### src/rtl/zlf_pkg.sv
package zlf_pkg;
  // Strobes passed from the control to the datapath each cycle
  typedef struct packed {
    logic wrEn;  // store dataIn at the write pointer
    logic rdEn;  // retire the word at the read pointer
  } zlfStrobe_t;
endpackage

### src/rtl/zlf_ctrl.sv
module zlf_ctrl
  import zlf_pkg::*;
#(
  parameter int DEPTH    = 3,
  parameter bit ZERO_LAT = 1'b1
) (
  input  logic       clk,
  input  logic       rstN,
  input  logic       shiftIn,
  input  logic       shiftOut,
  output zlfStrobe_t strobe,
  output logic       bufEmpty,
  output logic       fifoEmpty,
  output logic       fifoFull
);
  localparam int CNT_W = $clog2(DEPTH + 1);
  localparam logic [CNT_W-1:0] CNT_MAX = CNT_W'(DEPTH);

  logic [CNT_W-1:0] count;
  logic             fullReg;
  logic             passThru;
  logic             canWrite;

  assign fullReg  = (count == CNT_MAX);
  assign bufEmpty = (count == '0);

  generate
    if (ZERO_LAT) begin : g_bypass
      assign passThru  = bufEmpty & shiftIn & shiftOut;
      assign canWrite  = ~fullReg | shiftOut;
      assign fifoFull  = fullReg & ~shiftOut;
      assign fifoEmpty = bufEmpty & ~shiftIn;
    end else begin : g_registered
      assign passThru  = 1'b0;
      assign canWrite  = ~fullReg;
      assign fifoFull  = fullReg;
      assign fifoEmpty = bufEmpty;
    end
  endgenerate

  assign strobe.rdEn = shiftOut & ~bufEmpty;
  assign strobe.wrEn = shiftIn & ~passThru & canWrite;

  always_ff @(posedge clk or negedge rstN) begin
    if (!rstN) begin
      count <= '0;
    end else if (strobe.wrEn && !strobe.rdEn) begin
      count <= count + 1'b1;
    end else if (!strobe.wrEn && strobe.rdEn) begin
      count <= count - 1'b1;
    end
  end

  assert_count_bound_R4: assert property (@(posedge clk) disable iff (!rstN)
    count <= CNT_MAX);

  assert_full_write_ignored_R6: assert property (@(posedge clk) disable iff (!rstN)
    (fullReg && shiftIn && !shiftOut) |=> (count == CNT_MAX));

  assert_empty_read_ignored_R7: assert property (@(posedge clk) disable iff (!rstN)
    (bufEmpty && shiftOut && !shiftIn) |=> bufEmpty);

  generate
    if (ZERO_LAT) begin : g_bypass_checks
      assert_full_swap_R5: assert property (@(posedge clk) disable iff (!rstN)
        (fullReg && shiftIn && shiftOut) |=> fullReg);
      assert_pass_through_R9: assert property (@(posedge clk) disable iff (!rstN)
        (bufEmpty && shiftIn && shiftOut) |=> bufEmpty);
    end
  endgenerate
endmodule

### src/rtl/zlf_datapath.sv
module zlf_datapath
  import zlf_pkg::*;
#(
  parameter int DATA_W   = 8,
  parameter int DEPTH    = 3,
  parameter bit ZERO_LAT = 1'b1
) (
  input  logic              clk,
  input  logic              rstN,
  input  zlfStrobe_t        strobe,
  input  logic              bufEmpty,
  input  logic [DATA_W-1:0] dataIn,
  output logic [DATA_W-1:0] dataOut
);
  localparam int PTR_W = (DEPTH > 1) ? $clog2(DEPTH) : 1;
  localparam logic [PTR_W-1:0] PTR_LAST = PTR_W'(DEPTH - 1);

  logic [DATA_W-1:0] mem [DEPTH];
  logic [PTR_W-1:0]  wrPtr;
  logic [PTR_W-1:0]  rdPtr;
  logic [DATA_W-1:0] headWord;

  always_ff @(posedge clk) begin
    if (strobe.wrEn) begin
      mem[wrPtr] <= dataIn;
    end
  end

  always_ff @(posedge clk or negedge rstN) begin
    if (!rstN) begin
      wrPtr <= '0;
      rdPtr <= '0;
    end else begin
      if (strobe.wrEn) wrPtr <= (wrPtr == PTR_LAST) ? '0 : wrPtr + 1'b1;
      if (strobe.rdEn) rdPtr <= (rdPtr == PTR_LAST) ? '0 : rdPtr + 1'b1;
    end
  end

  assign headWord = mem[rdPtr];

  generate
    if (ZERO_LAT) begin : g_bypass_mux
      assign dataOut = bufEmpty ? dataIn : headWord;
    end else begin : g_registered_out
      assign dataOut = headWord;
    end
  endgenerate

  assert_wrptr_hold_R6: assert property (@(posedge clk) disable iff (!rstN)
    !strobe.wrEn |=> $stable(wrPtr));

  assert_rdptr_hold_R7: assert property (@(posedge clk) disable iff (!rstN)
    !strobe.rdEn |=> $stable(rdPtr));

  assert_ptr_range_R3: assert property (@(posedge clk) disable iff (!rstN)
    (wrPtr <= PTR_LAST) && (rdPtr <= PTR_LAST));
endmodule

### src/rtl/zlf_fifo.sv
module zlf_fifo
  import zlf_pkg::*;
#(
  parameter int DATA_W   = 8,
  parameter int DEPTH    = 3,
  parameter bit ZERO_LAT = 1'b1
) (
  input  logic              clk,
  input  logic              rstN,
  input  logic              shiftIn,
  input  logic [DATA_W-1:0] dataIn,
  output logic              fifoFull,
  input  logic              shiftOut,
  output logic [DATA_W-1:0] dataOut,
  output logic              fifoEmpty
);
  zlfStrobe_t strobe;
  logic       bufEmpty;

  zlf_ctrl #(.DEPTH(DEPTH), .ZERO_LAT(ZERO_LAT)) u_ctrl (
    .clk      (clk),
    .rstN     (rstN),
    .shiftIn  (shiftIn),
    .shiftOut (shiftOut),
    .strobe   (strobe),
    .bufEmpty (bufEmpty),
    .fifoEmpty(fifoEmpty),
    .fifoFull (fifoFull)
  );

  zlf_datapath #(.DATA_W(DATA_W), .DEPTH(DEPTH), .ZERO_LAT(ZERO_LAT)) u_datapath (
    .clk     (clk),
    .rstN    (rstN),
    .strobe  (strobe),
    .bufEmpty(bufEmpty),
    .dataIn  (dataIn),
    .dataOut (dataOut)
  );
endmodule

### config.mk
export PLATFORM = sky130hd
export DESIGN_NAME = zlf_fifo
export DESIGN_NICKNAME = d
export VERILOG_FILES = /design/src/rtl/zlf_pkg.sv /design/src/rtl/zlf_ctrl.sv /design/src/rtl/zlf_datapath.sv /design/src/rtl/zlf_fifo.sv
export SDC_FILE = /design/constraint.sdc
export NUM_CORES = 1
export LEC_CHECK = 0
export CAP_MARGIN = 20
export CORE_MARGIN = 1.5
export CORE_UTILIZATION = 40
export CTS_BUF_LIST = sky130_fd_sc_hd__clkbuf_16
export CTS_CLUSTER_SIZE = 8
export DETAILED_ROUTE_END_ITERATION = 10
export DONT_BUFFER_PORTS = 1
export GPL_ROUTABILITY_DRIVEN = 0
export PLACE_DENSITY = 0.65
export SETUP_SLACK_MARGIN = 0.05
export SLEW_MARGIN = 20
export SYNTH_ARGS = -nofsm -noshare
export SYNTH_HDL_FRONTEND = slang
export SYNTH_SLANG_ARGS = --single-unit
### constraint.sdc
create_clock -name clk -period 2.9 [get_ports clk]
set_clock_uncertainty 0.05 [all_clocks]
set_input_delay 0.725 -clock clk [delete_from_list [all_inputs] [get_ports clk]]
set_output_delay 0.725 -clock clk [all_outputs]
set_load 0.02 [all_outputs]
==> flow_summary_export.csv <==
group,metric,value,unit
route,drt_iter0_markers,20,
cts,clkSlewWorstSetupHoldPaths,0.05,ns
worst_setup_path,r2r_slack,1.09,ns
cts,htreeDepth,2,
cts,clock-root-buffer,"clkbuf_16",
sta,fmax,413,MHz
cts,cts_setup_buffers,0,
route,wl_per_cell,14.5,um
synthesis,netlist_instances,90,
sta,finalCritPeriodShare,83.5,%
finish,final_cell_mix,"edfxtp_1 (24), mux2i_1 (8), nand2_1 (8), o21ai_0 (8), mux2_2 (8)",
power,power_frac_seq,38.6,%
global_routing,track_usage,13.4,%
sta,rsz0062_at_grt,"false",
hold_path,hold_path.class,"primary input to asynchronous set/reset pin",
worst_setup_path,reg2reg_from,"u_ctrl.count[0]$_DFFE_PN0P_",
global_routing,grt_pass1_wl,3150,um
sta,finalHoldViolations,0,
synthesis,yosysWarnings,0,
synthesis,netlist_area,0.00133,mm^2
global_routing,grt_max_degree,20,
floorplan,die_area,0.00367,mm^2
worst_setup_path,crit_type,"register to output pin",
global_routing,gr-total-overflow,0,
synthesis,synth_sequential_area_ratio,65.7,%
worst_setup_path,cp_max_fo,8,
placed_design,dp_hpwl,1400,um
power,power.clock.fraction,30.5,%
route,dr.pass1.iters,4,
finish,layout_commonest_cell,"edfxtp_1",
synthesis,synth_cell_type_count,23,
floorplan,core,0.00310,mm^2
floorplan,die_h,60.6,um
route,routed_wl,2030,um
worst_setup_path,crit_end,"dataOut[3]",
route,ant_nets,0,
power,ir_drop,0.517,mV
worst_setup_path,reg2reg_to,"u_ctrl.count[1]$_DFFE_PN0P_",
synthesis,synth_seq_cells,30,
synthesis,syn-num-nets,103,
finish,syn_to_final_growth,15.8,%
worst_setup_path,cp-start-kind,"register",
floorplan,initial_core_util,42.7,%
sta,setup_tns,0,ns
cts,cts_hold_buf,0,
worst_setup_path,cp.required,2.12,ns
sta,timing.final.crit_period,2.42,ns
worst_setup_path,cp.arrival,1.65,ns
finish,diodes,0,
power,pwr-share-comb,30.8,%
cts,clk_latency,0.27,ns
synthesis,async_reset_ff_share,20.0,%
route,drc,0,
sta,worst_slew_pin_slew,0.623,ns
cts,cts_tree,"yes",
sta,hold_ws,0.0971,ns
sta,setup_violations,0,
synthesis,syn_area_per_cell,14.7,um^2
power,power.internal,1.23,mW
global_routing,grt_pass1_vias,674,
flow_run,cap_violations,0,
worst_setup_path,critPathLaunch,"u_ctrl.count[0]$_DFFE_PN0P_",
cts,cts_buffer_depth,2,
worst_setup_path,cp-end-kind,"output pin",
power,cellLeakagePower,0.575,nW
finish,final-seq-area,871,um^2
synthesis,synth_flop_cell,"edfxtp_1",
floorplan,die_w,60.6,um
run_status,status,"completed",
floorplan,num_rows,20,
power,power_density,1180,mW/mm^2
finish,num-fill-cells,287,
finish,multi_input_area,422,um^2
cts,cts_buffers,5,
finish,nNetsFinal,109,
route,viasPerCell,4.84,
sta,finalMaxSlewViolations,0,
power,switchingPower,591,uW
finish,drive_above_1_share,22.9,%
worst_setup_path,reg2reg_depth,7,
route,vias,678,
sta,slew_headroom,58.2,%
cts,cts.sinks,30,
global_routing,antenna_found_initial,0,
power,sw_frac_of_total,32.5,%
synthesis,synth_edf_count,24,
placed_design,numPortBuffers,0,
cts,cts.repair.resized,0,
floorplan,pin_count,22,
## worst max-delay path: stages, from the launching register on
cell	delay [ns]
dfrtp_1	0.46
nor2_2	0.46
mux2_2	0.46
## power groups by stage
| stage | registers, mW | clock network (mW) | logic (mW) |
|---|---|---|---|
| floorplan | 0.630 | 0 | 0.572 |
| global placement | 0.707 | 0 | 0.561 |
| detailed placement | 0.712 | 0 | 0.569 |
| CTS | 0.706 | 0.566 | 0.572 |
| global route | 0.725 | 0.581 | 0.610 |
| finish | 0.703 | 0.555 | 0.561 |
## cells in the mapped netlist (all sizes together), types with 3 or more instances
master	number	area share, %
nor2	3	1.0
nor3	3	1.1
edfxtp	24	54
dfrtp	6	11
o21ai	9	3.4
nand2	8	2.3
mux2i	8	6.0
mux2	10	9.1
buf	4	2.0
## stage by stage
step / power (mW) / std cells / area, um^2 / util, % / setup slack, ns
CTS: 1.84 / 140 / 1540 / 49.5 / 0.441
global route: 1.92 / 140 / 1540 / 49.5 / 0.389
floorplan: 1.20 / 90 / 1330 / - / 0.721
global placement: 1.27 / 133 / 1380 / 44.4 / 0.751
finish: 1.82 / 140 / 1540 / 49.5 / 0.478
detailed placement: 1.28 / 133 / 1380 / 44.4 / 0.744
## metal layers
| metal | GRT usage (%) | wire length (um) |
|---|---|---|
| met2 | 18.4 | 924 |
| met4 | 13.0 | 81 |
| met1 | 15.3 | 888 |
| met5 | 0 | 0 |
| met3 | 5.76 | 139 |
## layout make-up
class	count	area share (%)
Clock buffer	5	8.14
Clock inverter	2	2.20
Inverter	2	0.489
Multi-Input combinational cell	54	27.4
Sequential cell	30	56.7
Tap cell	44	3.58
Timing Repair Buffer	3	1.47
## cells by family (layout without fill, tap and decap cells)
kind of cell | count (synthesis) | in the layout | synth area share [%]
multiplexers | 18 | 18 | 15.1
AND/OR/NAND/NOR | 21 | 21 | 9.25
flip-flops | 30 | 30 | 65.7
buffers and inverters | 6 | 12 | 2.55
adder cells (fa/ha/maj) | 1 | 1 | 0.943
XOR/XNOR | 3 | 3 | 1.98
AO/OA/AOI/OAI | 11 | 11 | 4.53
## state kept, by name (all words and copies together), names as in the netlist
| name | cells |
|---|---|
| u_datapath.wrPtr | 2 |
| u_datapath.rdPtr | 2 |
| u_ctrl.count | 2 |
| u_datapath.mem | 24 |
## worst min path at each step
stage | from | end | slack, ns | cells past startpoint
6_report | rstN | u_datapath.rdPtr[0]$_DFFE_PN0P_ | 0.1 | 0
5_1_grt | rstN | u_datapath.rdPtr[1]$_DFFE_PN0P_ | 0.09 | 0
4_1_cts | rstN | u_datapath.rdPtr[0]$_DFFE_PN0P_ | 0.09 | 0
3_5_place_dp | rstN | u_datapath.wrPtr[0]$_DFFE_PN0P_ | 0.38 | 0
3_3_place_gp | rstN | u_datapath.wrPtr[0]$_DFFE_PN0P_ | 0.38 | 0
2_1_floorplan | rstN | u_ctrl.count[0]$_DFFE_PN0P_ | 0.38 | 0
Power figures use the tool's default switching activity.
